`src/rtl/nn_eval_pkg.sv`:
```
package nn_eval_pkg;
  typedef enum logic [2:0] {
    EV_IDLE,
    EV_ACT,
    EV_DIV,
    EV_UPD,
    EV_FIN
  } ev_state_t;
endpackage

```
`src/rtl/nn_activation.sv`:
```
module nn_activation #(
  parameter int N  = 3,
  parameter int P  = 4,
  parameter int SW = 10,
  parameter int AW = 17
) (
  input  logic [N*N*(P+1)-1:0] chrom,
  input  logic [N*SW-1:0]      s_vec,
  input  logic [N*SW-1:0]      ext_vec,
  output logic [N*AW-1:0]      act_vec
);
  for (genvar j = 0; j < N; j++) begin : g_neuron
    logic signed [AW-1:0] sum;
    logic signed [AW-1:0] term;
    logic [P:0]           gene;
    always_comb begin
      sum  = AW'($signed(ext_vec[j*SW +: SW])) <<< P;
      term = '0;
      gene = '0;
      for (int i = 0; i < N; i++) begin
        gene = chrom[(j*N+i)*(P+1) +: (P+1)];
        term = AW'($signed({1'b0, gene[P-1:0]})) * AW'($signed(s_vec[i*SW +: SW]));
        if (gene[P]) sum = sum - term;
        else         sum = sum + term;
      end
    end
    assign act_vec[j*AW +: AW] = sum;
  end
endmodule

```
`src/rtl/nn_squash_div.sv`:
```
module nn_squash_div #(
  parameter int AW = 17,
  parameter int FW = 8,
  parameter int P  = 4,
  parameter int SW = 10
) (
  input  logic          clk,
  input  logic          rst,
  input  logic          load,
  input  logic          step,
  input  logic [AW-1:0] act,
  output logic [SW-1:0] s_out
);
  localparam int F = FW + P;
  localparam logic [AW+1:0] ONE_F = (AW+2)'(1) << F;

  logic          neg_q;
  logic [AW+1:0] rem_q, den_q, rem_sh;
  logic [FW-1:0] quo_q;
  logic [AW-1:0] mag;

  assign mag    = act[AW-1] ? AW'(-$signed(act)) : act;
  assign rem_sh = rem_q << 1;

  always_ff @(posedge clk) begin
    if (rst) begin
      neg_q <= 1'b0;
      rem_q <= '0;
      den_q <= '0;
      quo_q <= '0;
    end else if (load) begin
      neg_q <= act[AW-1];
      rem_q <= (AW+2)'(mag);
      den_q <= (AW+2)'(mag) + ONE_F;
      quo_q <= '0;
    end else if (step) begin
      if (rem_sh >= den_q) begin
        rem_q <= rem_sh - den_q;
        quo_q <= {quo_q[FW-2:0], 1'b1};
      end else begin
        rem_q <= rem_sh;
        quo_q <= {quo_q[FW-2:0], 1'b0};
      end
    end
  end

  assign s_out = neg_q ? SW'(-$signed(SW'(quo_q))) : SW'(quo_q);
endmodule

```
`src/rtl/nn_err_acc.sv`:
```
module nn_err_acc #(
  parameter int SW    = 10,
  parameter int ERR_W = 24
) (
  input  logic             clk,
  input  logic             rst,
  input  logic             clr,
  input  logic             en,
  input  logic [SW-1:0]    tgt,
  input  logic [SW-1:0]    s_cur,
  output logic [ERR_W-1:0] err
);
  localparam int SQW  = 2 * (SW + 1);
  localparam int SUMW = ((ERR_W > SQW) ? ERR_W : SQW) + 1;
  localparam logic [SUMW-1:0] MAXV = SUMW'({ERR_W{1'b1}});

  logic signed [SW:0] diff;
  logic [SW:0]        adiff;
  logic [SQW-1:0]     sq;
  logic [SUMW-1:0]    sum;

  assign diff  = $signed({tgt[SW-1], tgt}) - $signed({s_cur[SW-1], s_cur});
  assign adiff = diff[SW] ? SW'(-diff) : SW'(diff);
  assign sq    = SQW'(adiff) * SQW'(adiff);
  assign sum   = SUMW'(err) + SUMW'(sq);

  always_ff @(posedge clk) begin
    if (rst || clr)       err <= '0;
    else if (en) begin
      if (sum > MAXV)     err <= {ERR_W{1'b1}};
      else                err <= sum[ERR_W-1:0];
    end
  end
endmodule

```
`src/rtl/nn_fitness_eval.sv`:
```
module nn_fitness_eval #(
  parameter int N       = 3,
  parameter int P       = 4,
  parameter int FW      = 8,
  parameter int TICKS   = 15,
  parameter int OUT_IDX = N - 1,
  parameter int ERR_W   = 24
) (
  input  logic                    clk,
  input  logic                    rst,
  input  logic                    chrom_we,
  input  logic [N*N*(P+1)-1:0]    chrom_data,
  input  logic [FW+1:0]           target,
  input  logic [N*(FW+2)-1:0]     ext_in,
  input  logic                    start,
  output logic                    busy,
  output logic                    done,
  output logic [ERR_W-1:0]        err_sum
);
  import nn_eval_pkg::*;

  localparam int CW   = N * N * (P + 1);
  localparam int SW   = FW + 2;
  localparam int AW   = FW + P + $clog2(N + 2) + 2;
  localparam int CNTW = $clog2(FW + 1);
  localparam int TW   = $clog2(TICKS + 1);

  ev_state_t       state;
  logic [CW-1:0]   chrom_q;
  logic [SW-1:0]   tgt_q;
  logic [N*SW-1:0] ext_q, s_q, s_new;
  logic [N*AW-1:0] act_vec;
  logic [CNTW-1:0] div_cnt;
  logic [TW-1:0]   tick;
  logic            busy_q, done_q, accept;

  assign accept = (state == EV_IDLE) && start;

  nn_activation #(.N(N), .P(P), .SW(SW), .AW(AW)) u_act (
    .chrom(chrom_q), .s_vec(s_q), .ext_vec(ext_q), .act_vec(act_vec)
  );

  for (genvar j = 0; j < N; j++) begin : g_div
    nn_squash_div #(.AW(AW), .FW(FW), .P(P), .SW(SW)) u_div (
      .clk(clk), .rst(rst),
      .load(state == EV_ACT), .step(state == EV_DIV),
      .act(act_vec[j*AW +: AW]), .s_out(s_new[j*SW +: SW])
    );
  end

  nn_err_acc #(.SW(SW), .ERR_W(ERR_W)) u_err (
    .clk(clk), .rst(rst), .clr(accept), .en(state == EV_UPD),
    .tgt(tgt_q), .s_cur(s_new[OUT_IDX*SW +: SW]), .err(err_sum)
  );

  always_ff @(posedge clk) begin
    if (rst) begin
      state   <= EV_IDLE;
      chrom_q <= '0;
      tgt_q   <= '0;
      ext_q   <= '0;
      s_q     <= '0;
      div_cnt <= '0;
      tick    <= '0;
      busy_q  <= 1'b0;
      done_q  <= 1'b0;
    end else begin
      done_q <= 1'b0;
      case (state)
        EV_IDLE: begin
          if (chrom_we) chrom_q <= chrom_data;
          if (start) begin
            tgt_q  <= target;
            ext_q  <= ext_in;
            s_q    <= '0;
            tick   <= '0;
            busy_q <= 1'b1;
            state  <= EV_ACT;
          end
        end
        EV_ACT: begin
          div_cnt <= '0;
          state   <= EV_DIV;
        end
        EV_DIV: begin
          if (div_cnt == CNTW'(FW - 1)) state <= EV_UPD;
          else                          div_cnt <= div_cnt + 1'b1;
        end
        EV_UPD: begin
          s_q <= s_new;
          if (tick == TW'(TICKS - 1)) state <= EV_FIN;
          else begin
            tick  <= tick + 1'b1;
            state <= EV_ACT;
          end
        end
        EV_FIN: begin
          done_q <= 1'b1;
          busy_q <= 1'b0;
          state  <= EV_IDLE;
        end
        default: state <= EV_IDLE;
      endcase
    end
  end

  assign busy = busy_q;
  assign done = done_q;
endmodule

```
`config.mk`:
```
export PLATFORM = sky130hd
export DESIGN_NAME = nn_fitness_eval
export DESIGN_NICKNAME = d
export VERILOG_FILES = /design/src/rtl/nn_eval_pkg.sv /design/src/rtl/nn_activation.sv /design/src/rtl/nn_squash_div.sv /design/src/rtl/nn_err_acc.sv /design/src/rtl/nn_fitness_eval.sv
export SDC_FILE = /design/constraint.sdc
export NUM_CORES = 2
export LEC_CHECK = 0
export BUFFER_PORTS_ARGS = -buffer_cell sky130_fd_sc_hd__buf_2
export CAP_MARGIN = 15
export CORE_MARGIN = 4
export CORE_UTILIZATION = 55
export CTS_CLUSTER_DIAMETER = 60
export DETAILED_ROUTE_END_ITERATION = 6
export PLACE_DENSITY = 0.81
export SLEW_MARGIN = 40
export SYNTH_ARGS = -nofsm -noshare
export SYNTH_HDL_FRONTEND = slang
export SYNTH_SLANG_ARGS = --single-unit
export TNS_END_PERCENT = 30
```
`constraint.sdc`:
```
create_clock -name clk -period 9.69 [get_ports clk]
set_input_delay 0.4845 -clock clk [delete_from_list [all_inputs] [get_ports clk]]
set_output_delay 0.4845 -clock clk [all_outputs]
set_load 0.02 [all_outputs]
```
# Word-level counts from Yosys, hierarchy flattened
# Cells that the tools add are included.
# totals
out_inout_bits	26
inputBits	89
register_bits	287
wordCells	141
# op_classes
n_eq_ne	10
order_cmp	4
mux	43
mul	10
reduce_logical	14
addsub	35
# ops
cell	n
two-way mux 17 bit	18
multiplier 5 x 10 -> 15 bit	9
adder 17 bit	6
subtractor 17 bit	6
one-hot mux 30 bit (2 select lines)	1
greater-or-equal comparator 19 x 18 -> 1 bit	3
adder 17 x 13 -> 18 bit (second input constant)	3
two-way mux 18 bit	3
subtractor 18 bit	3
negator 17 bit	3
adder 14 x 15 -> 16 bit	3
subtractor 14 x 15 -> 16 bit	3
two-way mux 10 bit	3
two-way mux 30 bit	1
negator 8 -> 10 bit	3
adder 24 x 22 -> 25 bit	1
greater-than comparator 25 x 24 -> 1 bit (second input constant)	1
two-way mux 24 bit	1
multiplier 11 x 11 -> 22 bit	1
one-hot mux 4 bit (2 select lines)	2
two-way mux 4 bit	3
one-hot mux 3 bit (4 select lines)	1
AND reduction 2 bit	6
two-way mux 11 bit	1
other kinds (18)	31

# Depth between registers and ports, before layout
# depth
ltp_word	10
mapped_depth	46
depth_no_buf	44

# Cells and area by module
# Synthesis repeated with hierarchy kept, for this count alone.
# unflattened
hier_cells	5672
area_unflattened_um2	43963.4
# by_module_without_submodules
mod	cells_per_inst	n_inst	area_each_um2	seq_area_each_um2
nn_activation	3154	1	23443.7	0.0
nn_squash_div (g_div[0].u_div ...)	431	2	3435.8	900.9
nn_err_acc	658	1	5591.6	480.5
nn_fitness_eval	575	1	4708.3	2562.5
nn_squash_div (g_div[2].u_div)	423	1	3348.2	900.9

# Least setup slack after synthesis
# OpenSTA, ideal clock, no wires.
# synth_path
path_type	register to register
start	reg g_div[2].u_div.quo_q[0]
end	reg u_err.err[12]
n_path_buf	3
setup_time_ps	133
slack_ps	706
path_stages_with_launch	37
arrival_ps	8851
required_time_ps	9557
synth_period_minus_slack_ps	8984
path_cell_list	dfxtp_1 -> inv_1 -> ha_1 -> mux2i_1 -> fa_1 -> a21o_1 -> a21oi_1 -> xnor2_1 -> or3_1 -> or3_1 -> o31a_1 -> a221o_1 -> xnor2_1 -> clkbuf_1 -> inv_1 -> nand2_1 -> inv_1 -> fa_1 -> fa_1 -> fa_1 -> fa_1 -> inv_1 -> fa_1 -> inv_1 -> ha_1 -> a21oi_1 -> a21boi_0 -> a31oi_1 -> a211oi_1 -> a311o_1 -> a31oi_1 -> nor2b_1 -> nor2_1 -> o21a_1 -> clkbuf_1 -> clkbuf_1 -> a21oi_1
# synth_between
elab_chain_cells	9
# synth_rtl
item	line	text
start: declaration	nn_squash_div.sv:19	logic [FW-1:0] quo_q;
start signal: assignment	nn_squash_div.sv:39	quo_q <= {quo_q[FW-2:0], 1'b1};
start signal: assignment	nn_squash_div.sv:42	quo_q <= {quo_q[FW-2:0], 1'b0};
negator 8 -> 10 bit	nn_squash_div.sv:47	assign s_out = neg_q ? SW'(-$signed(SW'(quo_q))) : SW'(quo_q);
two-way mux 10 bit *	nn_squash_div.sv:47	
subtractor 10 x 10 -> 11 bit *	nn_err_acc.sv:22	assign diff = $signed({tgt[SW-1], tgt}) - $signed({s_cur[SW-1], s_cur});
negator 10 bit	nn_err_acc.sv:23	assign adiff = diff[SW] ? SW'(-diff) : SW'(diff);
two-way mux 11 bit *	nn_err_acc.sv:23	
multiplier 11 x 11 -> 22 bit *	nn_err_acc.sv:24	assign sq = SQW'(adiff) * SQW'(adiff);
adder 24 x 22 -> 25 bit *	nn_err_acc.sv:25	assign sum = SUMW'(err) + SUMW'(sq);
greater-than comparator 25 x 24 -> 1 bit	nn_err_acc.sv:30	if (sum > MAXV) err <= {ERR_W{1'b1}};
two-way mux 24 bit *	nn_err_acc.sv:30	
end signal: assignment	nn_err_acc.sv:30	
end signal: assignment	nn_err_acc.sv:31	else err <= sum[ERR_W-1:0];
end: declaration	nn_err_acc.sv:11	output logic [ERR_W-1:0] err
# Mark *: on every way between the ends. The rest lies on a longest branch, timed or not.
# A chain may end at the register's enable or synchronous reset.

# Worst setup path in the final report
# layout_path
start	reg g_div[2].u_div.quo_q[0]
end	reg u_err.err[3]
# Same word-level chain as after synthesis.

==> results.sh <==
export IMPL_status="completed"
export IMPL_synth_cells=5582
export IMPL_ys_types=99
export IMPL_synth_seq_cells=287
export IMPL_cts_tree="done"
export IMPL_grt_pass1_wl_mm=180
export IMPL_leakage_nw=21.9
export IMPL_portBuffers=114
export IMPL_cts_sinks=287
export IMPL_post_place_ws_ns=0.0801
export IMPL_grt_max_degree=71
export IMPL_yosys_warnings=0
export IMPL_crit_top_cell="fa_1"
export IMPL_syn_to_final_growth_pct=7.27
export IMPL_required_ns=10.16
export IMPL_fin_tns_setup_ns=0
export IMPL_path_clk_slew_ns=0.06
export IMPL_initial_core_util_pct=55.8
export IMPL_critPathSlowestCell="fa_1"
export IMPL_die_area_sq_mm=0.0820
export IMPL_syn_nets=6515
export IMPL_rsz0062_at_grt="no"
export IMPL_period_share_pct=94.8
export IMPL_final_setup_worst_slack_ns=0.504
export IMPL_setup_viol=0
export IMPL_relSlewSlack_pct=43.1
export IMPL_cts_made_buffers=44
export IMPL_finalHoldViolations=0
export IMPL_worstSetupPathType="reg -> reg"
export IMPL_dr_pass1_iters=6
export IMPL_synth_area_leaders="ha_1 17%, dfxtp_1 13%, fa_1 13%"
export IMPL_cts_buffer_depth=3
export IMPL_drt_iter0_drc=2566
export IMPL_postSynth_asyncResetShare_pct=0
export IMPL_fp_coreArea_sq_mm=0.0763
export IMPL_yosysSeqAreaShare_pct=13.5
export IMPL_avgSynthCellArea_sq_um=7.63
export IMPL_maxSlewViolCount=0
export IMPL_crit_fanout=7
export IMPL_tightest_slew_ns=0.847
export IMPL_worstSetupStartpointType="register"
export IMPL_drive_above_1_share_pct=5.84
export IMPL_place_hpwl_mm=84.4
export IMPL_wl_mm=108
export IMPL_place_congestion=0.953
export IMPL_wire_per_inst_microns=16.3
export IMPL_grt_ovfl_total=0
export IMPL_cts_htree_levels=2
export IMPL_drv_cap=0
export IMPL_ff2ff_setup_slack_ns=0.50
export IMPL_synth_common_cells="845 x inv_1, 562 x ha_1, 548 x nand2_1"
export IMPL_antenna_found_initial=4
export IMPL_yosysMostFrequentCell="inv_1"
export IMPL_grtUsageTotal_pct=26.1
export IMPL_viasPerCell=5.69
export IMPL_netlist_area_leader_share_pct=16.5
export IMPL_hold_path_class="in -> reg"
export IMPL_synth_edf_count=0
export IMPL_grt_pass1_vias=37000
export IMPL_irDropWorstVdd_uv=1530
export IMPL_skew_ns=0.0193
export IMPL_fin_crit_ns=9.19
export IMPL_cp_end_kind="register"
export IMPL_root_buffer="clkbuf_16"
export IMPL_ios=115
export IMPL_synth_main_ff_cell="dfxtp_1"
export IMPL_fp_dieH_microns=286
export IMPL_ant_nets=0
export IMPL_die_width_microns=286
export IMPL_nNetsFinal=6502
export IMPL_route_vias_total=37700
export IMPL_cts_setup_buffers=0
export IMPL_max_freq_mhz=109
export IMPL_yosysTopAreaCell="ha_1"
export IMPL_drc=0
export IMPL_slowest_delay_ns=0.55
export IMPL_critPathArrivalTime_ns=9.65
export IMPL_synth_area_sq_mm=0.0426
export IMPL_clkLatencyLatePin_ns=0.60
export IMPL_power_density_mw_per_mm2=285
export IMPL_rows=101
timing repair:
action,CTS,global route
hold buffers,0,0
resized for setup,1,18
setup endpoints to repair,6,33
pin swaps,0,2
per-stage QoR:
stage          power [mW]  instances  hold WS (ns)  util, %  area [sq um]
3_3_place_gp         10.8       6551         0.433     57.6         44000
4_1_cts              12.9       6631         0.104     59.7         45600
5_1_grt              14.3       6632         0.120     59.9         45700
2_1_floorplan        9.08       5582         0.422        -         42600
6_report             13.0       6633         0.122     59.9         45700
3_5_place_dp         11.1       6552         0.438     57.7         44000
layout make-up:
cell class	count	area [sq um]
multi-input cells	4234	33000
fillers	6666	30600
flip-flops and latches	287	5750
inverters	846	3180
well taps	1030	1290
clock buffers	51	1190
repair buffers	156	921
clock inverters	28	382
diodes	1	2.50
path summary, 6_finish.rpt:
kind | start | endpoint | cells after the start
setup / recovery | g_div[2].u_div.quo_q[0] | u_err.err[3] | 34
hold / removal | ext_in[12] | ext_q[12] | 3
setup reg to reg | g_div[2].u_div.quo_q[0] | u_err.err[3] | 34
hold reg to reg | g_div[2].u_div.den_q[17] | g_div[2].u_div.den_q[17] | 2
cell families (layout without fill, tap and decap cells):
logic type / Yosys count / after routing / share of synthesized area [%]
flops: 287 / 287 / 13.5
buf+inv: 1061 / 1081 / 9.38
fa+ha+maj: 844 / 844 / 29.8
simple gates: 1660 / 1660 / 18.5
other cells: 1 / 2 / 0.00880
xor+xnor: 430 / 430 / 9.12
mux: 60 / 60 / 1.42
compound gates: 1239 / 1239 / 18.3
layer usage:
layer / wire length (microns) / global-route usage (%) / up-vias / part of all wire [%]
li1: - / - / 18500 / -
met2: 51800 / 45.6 / 1050 / 48
met1: 45500 / 33.5 / 18000 / 42
met4: 3500 / 8.13 / 0 / 3.2
met5: 0 / 0 / - / 0
met3: 7050 / 3.50 / 215 / 6.5
critical path: cells and delay by family (launching register included):
family,cells,cell delay [ns]
fa+ha+maj,8,3.71
compound gates,12,2.73
simple gates,5,1.19
buf+inv,6,0.57
flops,1,0.39
xor+xnor,2,0.37
mux,1,0.09
flip-flops by register name, indices dropped and copies added, names as in the netlist:
signal,count
g_div.u_div.den_q,54
g_div.u_div.rem_q,54
chrom_q,45
ext_q,30
s_q,30
g_div.u_div.quo_q,24
u_err.err,24
tgt_q,10
div_cnt,4
tick,4
g_div.u_div.neg_q,3
state,3
busy,1
done,1
placed cells by master, fill, tap and decap left out, drive strengths merged, types with 16 or more instances in the layout:
cell type,n
o21bai,66
o22ai,17
nor2b,57
a21oi,474
xor2,137
or3,29
o31ai,23
nor2,410
clkbuf,51
fa,282
nor4,17
nand2,548
a21boi,29
and3,24
a21o,85
a211oi,60
and2,269
o21a,48
nand2b,45
mux2i,56
o21ai,220
or2,29
o211ai,29
inv,855
xnor2,285
buf,156
ha,562
nand3,66
dfxtp,287
a31oi,51
a221oi,16
nand4,20
nor3,97
where the power goes:
group / total [mW] / switching, mW / leakage (nW) / internal [mW]
clock: 1.72 / 0.679 / 0.762 / 1.04
combinational: 9.83 / 5.77 / 18.8 / 4.06
sequential: 1.45 / 0.137 / 2.34 / 1.32
total: 13.0 / 6.59 / 21.9 / 6.42
(Power assumes the default switching activity.)
